**src/rtl/coef_ld_pkg.sv**
```systemverilog
package coef_ld_pkg;

  typedef enum logic [2:0] {
    ACC_NONE  = 3'd0,
    ACC_STAGE = 3'd1,
    ACC_TRIG  = 3'd2,
    ACC_CTRL  = 3'd3,
    ACC_CLR   = 3'd4
  } acc_e;

  // Classify a write address for a loader with n_stage staging words.
  function automatic acc_e classify(input int unsigned addr, input int unsigned n_stage);
    if (addr < n_stage)            return ACC_STAGE;
    else if (addr == n_stage)      return ACC_TRIG;
    else if (addr == n_stage + 1)  return ACC_CTRL;
    else if (addr == n_stage + 2)  return ACC_CLR;
    else                           return ACC_NONE;
  endfunction

endpackage

```
**src/rtl/coef_stage_regs.sv**
```systemverilog
module coef_stage_regs #(
  parameter int NUM_STAGE = 5,
  parameter int DATA_W    = 32,
  parameter int ADDR_W    = 4
) (
  input  logic                          clk,
  input  logic                          rst_n,
  input  logic                          stage_we,
  input  logic [ADDR_W-1:0]             stage_idx,
  input  logic [DATA_W-1:0]             stage_data,
  input  logic                          trig,
  input  logic                          clr,
  output logic [NUM_STAGE*DATA_W-1:0]   stage_vec,
  output logic                          all_written
);

  logic [NUM_STAGE-1:0] mask_q, mask_d;

  for (genvar i = 0; i < NUM_STAGE; i++) begin : g_word
    logic              hit;
    logic [DATA_W-1:0] word_q;
    assign hit = stage_we && (int'(stage_idx) == i);

    always_ff @(posedge clk or negedge rst_n) begin
      if (!rst_n)   word_q <= '0;
      else if (hit) word_q <= stage_data;
    end

    always_comb begin
      if (trig || clr) mask_d[i] = 1'b0;
      else if (hit)    mask_d[i] = 1'b1;
      else             mask_d[i] = mask_q[i];
    end

    assign stage_vec[i*DATA_W +: DATA_W] = word_q;
  end

  always_ff @(posedge clk or negedge rst_n) begin
    if (!rst_n) mask_q <= '0;
    else        mask_q <= mask_d;
  end

  assign all_written = &mask_q;

  // the written-word record restarts after every trigger
  p_mask_restart_r6: assert property (@(posedge clk) disable iff (!rst_n)
    trig |=> !all_written);

endmodule

```
**src/rtl/coef_phase_ctrl.sv**
```systemverilog
module coef_phase_ctrl #(
  parameter int PHASES = 16
) (
  input  logic                        clk,
  input  logic                        rst_n,
  input  logic                        trig,
  input  logic                        clr,
  input  logic                        all_written,
  output logic [$clog2(PHASES)-1:0]   ptr,
  output logic                        complete,
  output logic                        err
);

  localparam int PW = $clog2(PHASES);
  localparam logic [PW-1:0] LAST = PW'(PHASES - 1);

  logic [PW-1:0] ptr_q, ptr_d;
  logic          cmp_q, cmp_d;
  logic          err_q, err_d;

  always_comb begin
    ptr_d = ptr_q;
    cmp_d = cmp_q;
    err_d = err_q;
    if (clr) begin
      ptr_d = '0;
      cmp_d = 1'b0;
      err_d = 1'b0;
    end else if (trig) begin
      ptr_d = (ptr_q == LAST) ? '0 : ptr_q + 1'b1;
      if (ptr_q == LAST) cmp_d = 1'b1;
      if (!all_written)  err_d = 1'b1;
    end
  end

  always_ff @(posedge clk or negedge rst_n) begin
    if (!rst_n) begin
      ptr_q <= '0;
      cmp_q <= 1'b0;
      err_q <= 1'b0;
    end else begin
      ptr_q <= ptr_d;
      cmp_q <= cmp_d;
      err_q <= err_d;
    end
  end

  assign ptr      = ptr_q;
  assign complete = cmp_q;
  assign err      = err_q;

  p_ptr_wrap_r4: assert property (@(posedge clk) disable iff (!rst_n)
    (trig && !clr && ptr == LAST) |=> (ptr == '0));
  p_ptr_hold_r4: assert property (@(posedge clk) disable iff (!rst_n)
    (!trig && !clr) |=> $stable(ptr));
  p_cmp_sticky_r5: assert property (@(posedge clk) disable iff (!rst_n)
    (complete && !clr) |=> complete);
  p_err_sticky_r6: assert property (@(posedge clk) disable iff (!rst_n)
    (err && !clr) |=> err);
  p_clear_r7: assert property (@(posedge clk) disable iff (!rst_n)
    clr |=> (ptr == '0 && !complete && !err));

endmodule

```
**src/rtl/coef_bank.sv**
```systemverilog
module coef_bank #(
  parameter int PHASES = 16,
  parameter int WORDS  = 6,
  parameter int DATA_W = 32
) (
  input  logic                          clk,
  input  logic                          rst_n,
  input  logic                          we,
  input  logic [$clog2(PHASES)-1:0]     wr_phase,
  input  logic [WORDS*DATA_W-1:0]       wr_vec,
  input  logic [$clog2(PHASES)-1:0]     rd_phase,
  input  logic [$clog2(WORDS+1)-1:0]    rd_word,
  output logic [DATA_W-1:0]             rd_data
);

  localparam int RW = $clog2(WORDS + 1);

  logic [DATA_W-1:0] mem_q [PHASES][WORDS];

  for (genvar p = 0; p < PHASES; p++) begin : g_slot
    logic slot_we;
    assign slot_we = we && (int'(wr_phase) == p);
    for (genvar w = 0; w < WORDS; w++) begin : g_word
      always_ff @(posedge clk or negedge rst_n) begin
        if (!rst_n)       mem_q[p][w] <= '0;
        else if (slot_we) mem_q[p][w] <= wr_vec[w*DATA_W +: DATA_W];
      end
    end
  end

  logic          in_range;
  logic [RW-1:0] word_sel;

  always_comb begin
    in_range = (int'(rd_word) < WORDS);
    word_sel = in_range ? rd_word : '0;
    rd_data  = '0;
    if (in_range && int'(rd_phase) < PHASES)
      rd_data = mem_q[rd_phase][word_sel];
  end

  // the trigger data lands in the final word of the addressed slot
  p_commit_last_r3: assert property (@(posedge clk) disable iff (!rst_n)
    we |=> (mem_q[$past(wr_phase)][WORDS-1] == $past(wr_vec[(WORDS-1)*DATA_W +: DATA_W])));

endmodule

```
**src/rtl/coef_stage_loader.sv**
```systemverilog
module coef_stage_loader #(
  parameter int NUM_STAGE = 5,
  parameter int DATA_W    = 32,
  parameter int PHASES    = 16,
  parameter int ADDR_W    = 4
) (
  input  logic                               clk,
  input  logic                               rst_n,
  input  logic                               wr_en,
  input  logic [ADDR_W-1:0]                  wr_addr,
  input  logic [DATA_W-1:0]                  wr_data,
  input  logic [$clog2(PHASES)-1:0]          rd_phase,
  input  logic [$clog2(NUM_STAGE+2)-1:0]     rd_word,
  output logic [DATA_W-1:0]                  rd_data,
  output logic [$clog2(PHASES)-1:0]          load_phase,
  output logic                               bank_valid,
  output logic                               seq_err,
  output logic                               bypass,
  output logic                               use_bank
);

  import coef_ld_pkg::*;

  localparam int WORDS = NUM_STAGE + 1;

  acc_e                         acc;
  logic                         is_stage, is_trig, is_ctrl, is_clr;
  logic [NUM_STAGE*DATA_W-1:0]  stage_vec;
  logic                         all_written;
  logic                         byp_q, byp_d;

  always_comb begin
    acc      = wr_en ? classify(int'(wr_addr), NUM_STAGE) : ACC_NONE;
    is_stage = (acc == ACC_STAGE);
    is_trig  = (acc == ACC_TRIG);
    is_ctrl  = (acc == ACC_CTRL);
    is_clr   = (acc == ACC_CLR);
  end

  coef_stage_regs #(.NUM_STAGE(NUM_STAGE), .DATA_W(DATA_W), .ADDR_W(ADDR_W)) u_stage (
    .clk        (clk),
    .rst_n      (rst_n),
    .stage_we   (is_stage),
    .stage_idx  (wr_addr),
    .stage_data (wr_data),
    .trig       (is_trig),
    .clr        (is_clr),
    .stage_vec  (stage_vec),
    .all_written(all_written)
  );

  coef_phase_ctrl #(.PHASES(PHASES)) u_phase (
    .clk        (clk),
    .rst_n      (rst_n),
    .trig       (is_trig),
    .clr        (is_clr),
    .all_written(all_written),
    .ptr        (load_phase),
    .complete   (bank_valid),
    .err        (seq_err)
  );

  coef_bank #(.PHASES(PHASES), .WORDS(WORDS), .DATA_W(DATA_W)) u_bank (
    .clk     (clk),
    .rst_n   (rst_n),
    .we      (is_trig),
    .wr_phase(load_phase),
    .wr_vec  ({wr_data, stage_vec}),
    .rd_phase(rd_phase),
    .rd_word (rd_word),
    .rd_data (rd_data)
  );

  always_comb begin
    byp_d = byp_q;
    if (is_ctrl) byp_d = wr_data[0];
  end

  always_ff @(posedge clk or negedge rst_n) begin
    if (!rst_n) byp_q <= 1'b0;
    else        byp_q <= byp_d;
  end

  assign bypass   = byp_q;
  assign use_bank = bank_valid & ~byp_q;

  // a cycle without any write leaves every flag where it was
  p_idle_r9: assert property (@(posedge clk) disable iff (!rst_n)
    !wr_en |=> ($stable(load_phase) && $stable(bank_valid) && $stable(seq_err) && $stable(bypass)));

endmodule

```
**config.mk**
```make
export PLATFORM = sky130hd
export DESIGN_NAME = coef_stage_loader
export DESIGN_NICKNAME = d
export VERILOG_FILES = /design/src/rtl/coef_ld_pkg.sv /design/src/rtl/coef_stage_regs.sv /design/src/rtl/coef_phase_ctrl.sv /design/src/rtl/coef_bank.sv /design/src/rtl/coef_stage_loader.sv
export SDC_FILE = /design/constraint.sdc
export NUM_CORES = 2
export LEC_CHECK = 0
export ABC_CLOCK_PERIOD_IN_PS = 5640
export BUFFER_PORTS_ARGS = -buffer_cell sky130_fd_sc_hd__buf_2
export CELL_PAD_IN_SITES_DETAIL_PLACEMENT = 2
export CELL_PAD_IN_SITES_GLOBAL_PLACEMENT = 2
export CORE_UTILIZATION = 50
export CTS_CLUSTER_SIZE = 16
export DETAILED_ROUTE_END_ITERATION = 10
export GPL_ROUTABILITY_DRIVEN = 0
export PLACE_DENSITY_LB_ADDON = 0.1
export REMOVE_ABC_BUFFERS = 1
export SYNTH_ARGS = -nofsm -noshare
export SYNTH_HDL_FRONTEND = slang
export SYNTH_SLANG_ARGS = --single-unit
```
**constraint.sdc**
```tcl
create_clock -name clk -period 5.64 [get_ports clk]
set_clock_uncertainty 0.15 [all_clocks]
set_input_delay 1.128 -clock clk [delete_from_list [all_inputs] [get_ports clk]]
set_output_delay 1.128 -clock clk [all_outputs]
set_load 0.01 [all_outputs]
```
==> flow_summary.yaml <==
die:
  die_h_um: 540
  io_pins: 86
  die_w_um: 540
  rows: 197
  core_um2: 288000
  die_area_um2: 292000
  start_util_pct: 50.3
finish:
  area_delta_synth_final_pct: 12.4
  fin_nets: 8829
  finish.instance_area_um2: 163000
  drive_gt1_share_pct: 56.8
sta:
  setup_viol: 0
  rsz0062_at_grt: "no"
  setup_tns_ns: 0
  max_freq_ghz: 0.179
  hold_viol: 0
  min_period_ns: 5.58
  period_share_pct: 99.0
  worst_pin_slew_ns: 1.32
  relSlewSlack_pct: 11.5
  drv_slew: 0
global_route:
  grtUsageTotal_pct: 31.3
  antenna_found_initial: 14
  grt_start_max_net_pins: 182
  grt_pass1_vias: 96400
  overflow: 0
  grt_pass1_wl_um: 676000
synth:
  async_reset_ff_share_pct: 100
  syn_area_per_cell_um2: 16.4
  yosysWarnings: 0
  synth_edf_count: 0
  syn_area_um2: 145000
  syn-instance-count: 8816
  synth_seq_cells: 3244
  synth_ff_type: "dfrtp_1"
  yosys.cell_types.count: 57
  yosysSeqAreaShare_pct: 56.1
pwr:
  p_switching_uw: 14200
  p_leak_uw: 0.0795
  clockPowerShare_pct: 42.6
  swShare_pct: 25.5
  powerDensity_nw_per_um2: 342
  ir_worst_vdd_uv: 226
  seqPwrFrac_pct: 48.8
  power.internal_uw: 41400
  pwr-share-comb_pct: 8.7
critical_path:
  slowest_stage: "a31oi_1"
  path_common_cell: "buf_4"
  rr_worst_depth: 4
  r2r-end: "u_bank.mem_q[1603]$_DFFE_PN0P_"
  cp-start-kind: "primary input"
  crit_required_ns: 4.36
  r2r_slack_ns: 2.04
  worstReg2RegStart: "u_phase.ptr[2]$_DFFE_PN0P_"
  crit_arrival_ns: 4.31
  endpoint_kind: "primary output"
  path_cells: "buf_2 > buf_4 > a21boi_4 > nor2_4 > buf_4 > a22oi_1 > a311oi_1 > a21oi_1 > a31oi_1 > buf_4 > buf_2"
  crit_family: "compound AO/OA/AOI/OAI gates"
  crit_type: "primary input to primary output"
  cp_max_fo: 10
  critPathBufInv: 5
  max_stage_delay_ns: 0.79
hold_path:
  min_path_type: "primary input to asynchronous set/reset pin"
status:
  outcome: "finished, final reports clean"
clock_tree:
  cts_buffer_depth: 4
  htree_num_levels: 5
  post_cts_buffers: 0
  cts_hold_buffers: 0
  cts_buffers: 357
  clkTransAtPathRegs_ns: 0.06
  clkLatencyLatePin_ns: 0.93
  cts-resized-gates: 0
  cts.root.buffer_cell: "clkbuf_16"
  numClockSinks: 3244
  cts_tree: "done"
route:
  vias: 82300
  wl_per_cell_um: 35.0
  ant_nets: 0
  routed_wl_um: 449000
  drc_errors: 0
  drtIter0Drc: 5133
  via_per_inst: 6.41
  drt_pass1_iterations: 8
placement:
  io_buffers: 85
  placed_area_um2: 151000
  hpwl_um: 250000
run:
  cap_violations: 0
registers in the layout, indices dropped and copies added (netlist names):
name / cells
u_stage.mask_q: 5
u_phase.complete: 1
u_phase.ptr: 4
u_stage.g_word.word_q: 160
bypass: 1
u_phase.err: 1
u_bank.mem_q: 3072
layout by cell type (no fill, tap or decap), types with 6 or more instances in the layout:
| master | Yosys | layout |
|---|---|---|
| a221oi_1 | 13 | 13 |
| and3_1 | 9 | 9 |
| nand2_1 | 130 | 125 |
| buf_4 | 35 | 227 |
| o22ai_1 | 22 | 22 |
| a31oi_1 | 13 | 13 |
| clkbuf_8 | 0 | 74 |
| inv_1 | 8 | 7 |
| nor2b_1 | 11 | 10 |
| clkinvlp_4 | 0 | 6 |
| bufinv_16 | 0 | 21 |
| inv_6 | 0 | 11 |
| a21oi_1 | 47 | 47 |
| nand3_4 | 0 | 12 |
| nor2_1 | 43 | 38 |
| a211oi_1 | 8 | 8 |
| o2111ai_1 | 8 | 8 |
| a22oi_1 | 36 | 36 |
| buf_2 | 108 | 80 |
| mux4_2 | 872 | 872 |
| nand4_1 | 10 | 10 |
| a22o_1 | 7 | 7 |
| a311oi_1 | 8 | 8 |
| o211ai_1 | 29 | 29 |
| mux2_2 | 3246 | 3246 |
| a32oi_1 | 7 | 7 |
| o21ai_0 | 25 | 25 |
| buf_12 | 0 | 129 |
| clkbuf_16 | 0 | 367 |
| nand3_1 | 43 | 31 |
| dfrtp_1 | 3244 | 3244 |
| mux2i_1 | 91 | 91 |
| clkinv_2 | 0 | 70 |
| clkbuf_1 | 643 | 82 |
worst max path at each step:
stage           startpoint                     endpoint  slack [ns]  cells past startpoint
2_1_floorplan   wr_addr[3]  u_bank.mem_q[0]$_DFFE_PN0P_       -3.94                      4
3_3_place_gp    rd_word[0]                   rd_data[8]        0.20                      9
3_5_place_dp   rd_phase[1]                   rd_data[8]        0.18                      9
4_1_cts         rd_word[0]                   rd_data[8]        0.17                      9
5_1_grt         rd_word[1]                  rd_data[31]        0.03                     11
6_report        rd_word[1]                  rd_data[31]        0.06                     11
cell type report:
type	count	area, um2
antenna	5	12.5
clock buffer	523	10500
clock inverter	113	1220
fill	24100	125000
inverter	10	46.3
multi-input combinational	4727	60300
sequential	3244	81200
tap	3781	4730
timing repair buffer	439	4730
through the flow:
| stage | cells | utilization [%] | total power [uW] | setup slack, ns | hold slack, ns |
|---|---|---|---|---|---|
| CTS | 12800 | 56.5 | 56100 | 0.175 | 0.0295 |
| floorplan | 7981 | - | 29400 | -3.94 | 0.301 |
| finish | 12800 | 56.5 | 55600 | 0.0558 | 0.0558 |
| global route | 12800 | 56.5 | 57400 | 0.0293 | 0.0583 |
| detailed placement | 12200 | 52.4 | 32200 | 0.177 | 0.326 |
| global placement | 12200 | 52.4 | 31600 | 0.197 | 0.318 |
metal layers:
metal	part of all wire, %	wire, um	up-vias	GRT usage [%]
met1	43	192000	46700	42.6
li1	-	-	33000	-
met2	51	227000	1866	53.1
met4	3.0	13300	4	9.27
met3	3.7	16400	739	3.59
met5	0.0049	22	-	0
power by group through the flow:
stage	combinational (uW)	sequential [uW]	clock [uW]
after floorplan	2880	26500	0
after global placement	4560	27100	0
after detailed placement	4800	27400	0
after CTS	4900	27100	24100
after global routing	5160	27400	24800
final	4820	27100	23700
cells in the mapped netlist, drive strengths merged, types with 4 or more instances:
cell | n | area, um2
and2 | 7 | 43.8
buf | 192 | 1140
ha | 4 | 50.1
nor2 | 43 | 161
a2111oi | 4 | 35.0
nor2b | 11 | 68.8
o2111ai | 8 | 70.1
a21boi | 5 | 37.5
a32oi | 7 | 61.3
a211oi | 8 | 60.1
and3 | 9 | 56.3
a22oi | 36 | 270
o21ai | 29 | 145
nand3 | 43 | 215
a22o | 7 | 61.3
nand2 | 130 | 488
a21oi | 47 | 235
mux2i | 91 | 911
mux2 | 3246 | 36600
a311oi | 8 | 70.1
a221oi | 13 | 114
dfrtp | 3244 | 81200
clkbuf | 643 | 2410
nand4 | 10 | 62.6
o22ai | 22 | 138
o211ai | 29 | 218
inv | 9 | 33.8
mux4 | 872 | 19600
a31oi | 13 | 81.3
cell families after synthesis:
kind of cell | count (synthesis) | synth area share, %
AND/OR/NAND/NOR | 267 | 0.825
adder cells (fa/ha/maj) | 4 | 0.0346
buffers and inverters | 845 | 2.48
flip-flops | 3244 | 56.1
AO/OA/AOI/OAI | 247 | 1.17
multiplexers | 4209 | 39.4
Power figures use the tool's default switching activity.
